--- config.mk ---
export PLATFORM = sky130hd
export DESIGN_NAME = wdt_activity_mon
export DESIGN_NICKNAME = d
export VERILOG_FILES = /design/src/rtl/wdt_pkg.sv /design/src/rtl/wdt_sync.sv /design/src/rtl/wdt_edge_det.sv /design/src/rtl/wdt_tick_counter.sv /design/src/rtl/wdt_activity_mon.sv
export SDC_FILE = /design/constraint.sdc
export NUM_CORES = 1
export LEC_CHECK = 0
export BUFFER_PORTS_ARGS = -buffer_cell sky130_fd_sc_hd__buf_2
export CAP_MARGIN = 0
export CORE_MARGIN = 10
export CORE_UTILIZATION = 35
export DETAILED_ROUTE_END_ITERATION = 6
export PLACE_DENSITY_LB_ADDON = 0.05
export SETUP_SLACK_MARGIN = 0.1
export SLEW_MARGIN = 0
export SYNTH_ARGS = -nofsm -noshare
export SYNTH_HDL_FRONTEND = slang
export SYNTH_SLANG_ARGS = --single-unit
--- constraint.sdc ---
create_clock -name clk_i -period 1.87 [get_ports clk_i]
set_input_delay 0.0935 -clock clk_i [delete_from_list [all_inputs] [get_ports clk_i]]
set_output_delay 0.0935 -clock clk_i [all_outputs]
set_load 0.02 [all_outputs]
--- src/rtl/wdt_pkg.sv ---
package wdt_pkg;
  // Default period: 1 ms ticks -> 1.6 s
  localparam int unsigned WDT_TIMEOUT_TICKS_DEF = 1600;
  localparam int unsigned WDT_SYNC_STAGES_DEF   = 2;

  typedef struct packed {
    logic hold;   // timer forced clear, counting blocked
    logic act;    // strobe activity seen this cycle
  } wdt_ctrl_t;
endpackage

--- src/rtl/wdt_sync.sv ---
module wdt_sync #(
  parameter int unsigned STAGES = 2
) (
  input  logic clk_i,
  input  logic rst_ni,
  input  logic d_i,
  output logic q_o
);
  logic [STAGES-1:0] chain_q;

  generate
    genvar g;
    for (g = 0; g < STAGES; g++) begin : g_stage
      if (g == 0) begin : g_first
        always_ff @(posedge clk_i or negedge rst_ni) begin
          if (!rst_ni) chain_q[0] <= 1'b0;
          else         chain_q[0] <= d_i;
        end
      end else begin : g_next
        always_ff @(posedge clk_i or negedge rst_ni) begin
          if (!rst_ni) chain_q[g] <= 1'b0;
          else         chain_q[g] <= chain_q[g-1];
        end
      end
    end
  endgenerate

  assign q_o = chain_q[STAGES-1];
endmodule

--- src/rtl/wdt_edge_det.sv ---
module wdt_edge_det (
  input  logic clk_i,
  input  logic rst_ni,
  input  logic level_i,
  output logic edge_o
);
  logic prev_q;

  always_ff @(posedge clk_i or negedge rst_ni) begin
    if (!rst_ni) prev_q <= 1'b0;
    else         prev_q <= level_i;
  end

  // both polarities count as activity
  assign edge_o = level_i ^ prev_q;


  edge_tracks_chk: assert property (@(posedge clk_i) disable iff (!rst_ni)
    edge_o |=> (prev_q != $past(prev_q)));
endmodule

--- src/rtl/wdt_tick_counter.sv ---
module wdt_tick_counter
  import wdt_pkg::*;
#(
  parameter int unsigned TICKS = WDT_TIMEOUT_TICKS_DEF
) (
  input  logic      clk_i,
  input  logic      rst_ni,
  input  logic      tick_en_i,
  input  wdt_ctrl_t ctrl_i,
  output logic      expired_o
);
  localparam int unsigned CNT_W = (TICKS > 1) ? $clog2(TICKS) : 1;
  localparam logic [CNT_W-1:0] LAST = CNT_W'(TICKS - 1);

  logic [CNT_W-1:0] cnt_q;
  logic             expired_q;
  logic             clear;

  assign clear = ctrl_i.hold | ctrl_i.act;

  always_ff @(posedge clk_i or negedge rst_ni) begin
    if (!rst_ni) begin
      cnt_q     <= '0;
      expired_q <= 1'b0;
    end else if (clear) begin
      cnt_q     <= '0;
      expired_q <= 1'b0;
    end else if (tick_en_i && !expired_q) begin
      if (cnt_q == LAST) expired_q <= 1'b1;
      else               cnt_q     <= cnt_q + 1'b1;
    end
  end

  assign expired_o = expired_q;


  hold_clears_chk: assert property (@(posedge clk_i) disable iff (!rst_ni)
    ctrl_i.hold |=> (cnt_q == '0 && !expired_q));


  expire_on_tick_chk: assert property (@(posedge clk_i) disable iff (!rst_ni)
    $rose(expired_q) |-> ($past(tick_en_i) && !$past(clear)));


  idle_stable_chk: assert property (@(posedge clk_i) disable iff (!rst_ni)
    (!tick_en_i && !clear) |=> ($stable(cnt_q) && $stable(expired_q)));


  expired_sticky_chk: assert property (@(posedge clk_i) disable iff (!rst_ni)
    (expired_q && !clear) |=> expired_q);


  cnt_range_chk: assert property (@(posedge clk_i) disable iff (!rst_ni)
    cnt_q <= LAST);
endmodule

--- src/rtl/wdt_activity_mon.sv ---
module wdt_activity_mon
  import wdt_pkg::*;
#(
  parameter int unsigned TIMEOUT_TICKS = WDT_TIMEOUT_TICKS_DEF,
  parameter int unsigned SYNC_STAGES   = WDT_SYNC_STAGES_DEF
) (
  input  logic clk_i,
  input  logic rst_ni,
  input  logic tick_en_i,
  input  logic strobe_i,
  input  logic strobe_undriven_i,
  input  logic sys_reset_i,
  input  logic supply_low_i,
  output logic timeout_no
);
  logic      strobe_sync;
  logic      strobe_edge;
  logic      expired;
  wdt_ctrl_t ctrl;

  wdt_sync #(.STAGES(SYNC_STAGES)) u_sync (
    .clk_i  (clk_i),
    .rst_ni (rst_ni),
    .d_i    (strobe_i),
    .q_o    (strobe_sync)
  );

  wdt_edge_det u_edge (
    .clk_i   (clk_i),
    .rst_ni  (rst_ni),
    .level_i (strobe_sync),
    .edge_o  (strobe_edge)
  );

  assign ctrl.hold = sys_reset_i | strobe_undriven_i;
  assign ctrl.act  = strobe_edge;

  wdt_tick_counter #(.TICKS(TIMEOUT_TICKS)) u_cnt (
    .clk_i     (clk_i),
    .rst_ni    (rst_ni),
    .tick_en_i (tick_en_i),
    .ctrl_i    (ctrl),
    .expired_o (expired)
  );

  // supply-low bypasses the timer, no register on this path
  assign timeout_no = ~(expired | supply_low_i);


  supply_low_out_chk: assert property (@(posedge clk_i) disable iff (!rst_ni)
    supply_low_i |-> !timeout_no);


  lowline_only_chk: assert property (@(posedge clk_i) disable iff (!rst_ni)
    (strobe_undriven_i && $past(strobe_undriven_i)) |-> (timeout_no == !supply_low_i));


  act_releases_chk: assert property (@(posedge clk_i) disable iff (!rst_ni)
    (strobe_edge && !supply_low_i) |=> (timeout_no || supply_low_i));
endmodule

## Word level (Yosys, flattened, before mapping)

Index checks and enable logic that the tools add are counted.

- Shift-type cells: 0
- Multiplexer cells: 6
- Divide/modulo/power cells: 0
- Equal/unequal tests: 2
- Multiply operators: 0
- Reduce and logical (&&, ||, !) cells: 6
- Add/subtract/negate cells: 1
- Bitwise gates (word level): 5
- $lt $le $gt $ge: 0

Operators by type and width:

| kind | count |
|---|---|
| two-way mux 11 bit | 3 |
| adder 11 x 1 -> 11 bit (second input constant) | 1 |
| == test 11 bit (second input constant) | 1 |
| AND reduction 2 bit | 2 |
| nonzero test 2 bit | 2 |
| two-way mux 1 bit | 3 |
| OR 1 bit | 3 |
| != test 2 x 1 -> 1 bit (second input constant) | 1 |
| logical AND 1 bit | 1 |
| logical NOT 1 bit | 1 |
| inverter 1 bit | 1 |
| bitwise XOR 1 bit | 1 |

- Register bits after elaboration: 15
- Latch bits: 0
- Memory bits (writable): 0
- Memories kept: 0
- Input port bits: 7
- Memory bits (read-only): 0

## Logic depth before layout (Yosys ltp)

- Depth in word-level cells: 4
- Mapped depth: 5
- Gate-level depth less buffers: 5

## Modules after synthesis

A second synthesis with hierarchy kept.

- Cell total of the unflattened synthesis: 72
- Area, all modules: 764.5 um^2

By module, submodules not included:

| module | seq. area each (um^2) | times used | area each (um^2) | cells each |
|---|---|---|---|---|
| wdt_tick_counter | 300.3 | 1 | 670.6 | 66 |
| wdt_sync | 50.0 | 1 | 50.0 | 2 |
| wdt_edge_det | 25.0 | 1 | 33.8 | 2 |
| wdt_activity_mon | 0.0 | 1 | 10.0 | 2 |

## Worst setup path after synthesis

Ideal clock, no wire load.

- Kind: reg-to-reg
- Start point: register u_cnt.cnt_q[0]
- End point: register u_cnt.cnt_q[6]
- Library setup time: 72 ps
- Required time: 1798 ps
- Clock period less this slack: 1399 ps
- Cell stages (with the launch flop): 6
- Arrival time: 1328 ps
- Path slack: 471 ps
- Buffers on the path: 0
- Cells stage by stage: dfrtp_1 > ha_1 > nand4b_1 > a2111oi_0 > a21oi_1 > nor2_1

- Longest elaborated chain between the ends: 4

Ends and longest elaborated chain:

| item | RTL line | RTL |
|---|---|---|
| from (decl) | wdt_tick_counter.sv:15 | `logic [CNT_W-1:0] cnt_q;` |
| from (signal assigned) | wdt_tick_counter.sv:30 | `else cnt_q <= cnt_q + 1'b1;` |
| adder 11 x 1 -> 11 bit | wdt_tick_counter.sv:30 |  |
| two-way mux 11 bit | wdt_tick_counter.sv:29 | `if (cnt_q == LAST) expired_q <= 1'b1;` |
| two-way mux 11 bit | wdt_tick_counter.sv:28 | `end else if (tick_en_i && !expired_q) begin` |
| two-way mux 11 bit | wdt_tick_counter.sv:25 | `end else if (clear) begin` |

Parallel ways exist; a longest one is shown, timed or not. The select of a mux whose other input is x is not followed.
A chain may end at the register's enable or synchronous reset.

## Worst setup path in the final report

Ends and elaborated chain as after synthesis.

==> flow_summary.yaml <==
run_status:
  outcome: "finished clean"
synthesis:
  synth_area_um2: 779.5
  synth_top_area_cell: "dfrtp_1"
  yosys_warnings: 0
  synthesis.nets: 84
  yosys_register_bits: 15
  synth_edf_count: 0
  synthFlopType: "dfrtp_1"
  synth_cells: 76
  netlist_top_cells_area: "dfrtp_1, xor2_1, nor2_1, nand4_1, a21oi_1"
  avgSynthCellArea_um2: 10.26
  synthArstFlopShare: 1.000
  yosysSeqAreaShare: 0.4815
  ys_types: 28
  synth_top_area_share: 0.4815
setup_path:
  crit_path_start_kind: "flip-flop"
  timing.reg2reg.setup_slack_ns: 0.28
  rr_worst_depth: 5
  critPathMaxFanout: 8
  r2r_start: "u_cnt.cnt_q[0]$_DFFE_PN0P_"
  endpoint_kind: "flip-flop"
  required_ns: 2.09
  rr_endpoint: "u_cnt.cnt_q[6]$_DFFE_PN0P_"
  worst_ep_arrival_time_ns: 1.82
  crit_type: "flip-flop to flip-flop"
global_routing:
  grt_overflow: 0
  grt_usage: 0.07985
  grt_pass1_vias: 599
  antenna_found_initial: 0
  grt_max_degree: 16
  grt_pass1_wl_mm: 2.787
placement:
  io_buffer_count: 7
  pre_cts_ws_ns: 0.2640
  dp.cells: 108
  place_hpwl_mm: 1.115
  gp_congestion: 0.7877
power_and_ir_drop:
  peakVddDrop_v: 0.0003508
  p_leak_nw: 0.3470
  p_per_area_nw_per_um2: 624.3
  finalPower_mw: 0.5515
layout:
  multiInputGateArea_um2: 387.9
  nets: 95
  regArea_um2: 375.4
  diodes: 0
  syn_to_final_growth_pct: 13.32
  fillers: 222
  layout-drive-gt1-share: 0.1860
  finalNonFillerCells: 114
min_path:
  min_path_type: "input port to flip-flop"
  whs_path_depth: 4
  hold_path_startpoint: "sys_reset_i"
  hold_end: "u_cnt.cnt_q[1]$_DFFE_PN0P_"
floorplanning:
  rows: 17
  fp.dieW_um: 67.19
  die_area_um2: 4515
  initial_core_util: 0.3593
  io_pins: 8
  design.core.area_um2: 2170
  die-height_um: 67.19
cts:
  cts_tree: "done"
  cts_setup_buffers: 0
  htreeDepth: 1
  cts_made_buffers: 3
  clkTransAtPathRegs_ns: 0.09
  cts.sinks: 15
  cts-root-buf: "clkbuf_4"
  worst_skew_pair.late_latency_ns: 0.29
  clockBufferDepth: 2
drt:
  ant_nets: 0
  via_per_inst: 5.246
  dr.pass1.iters: 4
  finalWirelength_mm: 1.589
  vias: 598
  wire_per_inst_um: 13.94
  drt_iter0_markers: 4
  drc_errors: 0
sta:
  slew_violations: 0
  hold_viol: 0
  max_freq_mhz: 628.1
  relSlewSlack: 0.7457
  tns_ns: 0
  clock_skew_ns: 0.006689
  rsz0062_at_grt: "false"
  finalSetupViolations: 0
  finalCritPeriodShare: 0.8514
  setup_slack_ns: 0.2779
  period_needed_ns: 1.592
  worstMarginPinSlew_ns: 0.3718
job:
  cap_violations: 0
flip-flops by register name (all words and copies together), names as in the netlist:
name             cells
u_cnt.cnt_q         11
u_cnt.expired_o      1
u_edge.prev_q        1
u_sync.chain_q       1
u_sync.q_o           1
placed cells by master, fill, tap and decap left out:
cell type / count
dfrtp_1: 15
nor2_1: 9
buf_2: 7
nand2_1: 6
xor2_1: 5
nand4_1: 5
a21oi_1: 5
nand3_1: 3
nor3_1: 3
clkbuf_4: 3
and4b_1: 2
nand4b_1: 2
a211oi_1: 2
mux2i_1: 2
dlygate4sd3_1: 2
or3_1: 1
and3_1: 1
nor4b_4: 1
a2111oi_0: 1
inv_1: 1
a311oi_1: 1
nor4_2: 1
nor2b_1: 1
a41oi_1: 1
and3_2: 1
nand3_2: 1
o21ai_2: 1
nand2b_1: 1
ha_2: 1
clkbuf_1: 1
critical path, stage by stage, from the launching register on:
cell	delay, ns
dfrtp_1	0.48
ha_2	0.29
nand4b_1	0.17
a2111oi_0	0.42
a21oi_1	0.07
nor2_1	0.09
where the power goes:
group / internal [mW] / leakage (nW) / switching [mW]
sequential: 0.328 / 0.202 / 0.00322
combinational: 0.0130 / 0.130 / 0.0193
clock: 0.0829 / 0.0150 / 0.105
total: 0.424 / 0.347 / 0.127
worst max-delay path by stage:
stage	start	to	slack (ns)	cells after the start
global route	u_cnt.cnt_q[0]$_DFFE_PN0P_	u_cnt.cnt_q[6]$_DFFE_PN0P_	0.14	5
global placement	u_cnt.cnt_q[0]$_DFFE_PN0P_	u_cnt.cnt_q[6]$_DFFE_PN0P_	0.33	5
finish	u_cnt.cnt_q[0]$_DFFE_PN0P_	u_cnt.cnt_q[6]$_DFFE_PN0P_	0.28	5
CTS	u_cnt.cnt_q[0]$_DFFE_PN0P_	u_cnt.cnt_q[6]$_DFFE_PN0P_	0.23	5
detailed placement	u_cnt.cnt_q[0]$_DFFE_PN0P_	u_cnt.cnt_q[6]$_DFFE_PN0P_	0.26	5
floorplan	u_cnt.cnt_q[0]$_DFFE_PN0P_	u_cnt.cnt_q[6]$_DFFE_PN0P_	0.47	5
logic make-up after synthesis:
kind of cell,synth area share
flops,0.4815
simple gates,0.3002
xor+xnor,0.05618
compound gates,0.09631
mux,0.02568
fa+ha+maj,0.01605
buf+inv,0.02407
synthesized netlist by cell type, drive strengths merged, types with 3 or more instances:
cell type,count
nor2,9
xor2,5
dfrtp,15
a21oi,5
nand3,4
nand2,6
nor3,3
nand4,5
final cells by class:
class                      count  area share
clock buffer                   4     0.02975
multi-input combinational     57      0.4391
timing repair buffer           9     0.06232
tap                           28     0.03966
sequential                    15      0.4249
inverter                       1    0.004249
repair_timing:
| item | CTS | global route |
|---|---|---|
| hold buffers | 2 | 0 |
| endpoints found under the setup margin | 0 | 1 |
| endpoints found under the hold margin | 16 | 0 |
| gates resized for setup | 0 | 1 |
per-stage QoR:
stage	instance area, um2	hold WS (ns)	utilization
after floorplan	779.5	-0.2021	-
after global routing	883.3	0.1211	0.4072
after global placement	834.6	0.02138	0.3847
final	883.3	0.1128	0.4072
after CTS	880.8	0.1123	0.4060
after detailed placement	834.6	0.01827	0.3847
metal layers:
| metal | vias up | wire, um | GRT usage | share of wire |
|---|---|---|---|---|
| met4 | 0 | 43 | 0.05385 | 0.027 |
| met2 | 12 | 660 | 0.1137 | 0.42 |
| met5 | - | 0 | 0 | 0 |
| met3 | 5 | 48 | 0.02149 | 0.030 |
| met1 | 281 | 836 | 0.1028 | 0.53 |
| li1 | 300 | - | - | - |
(Power assumes the default switching activity.)
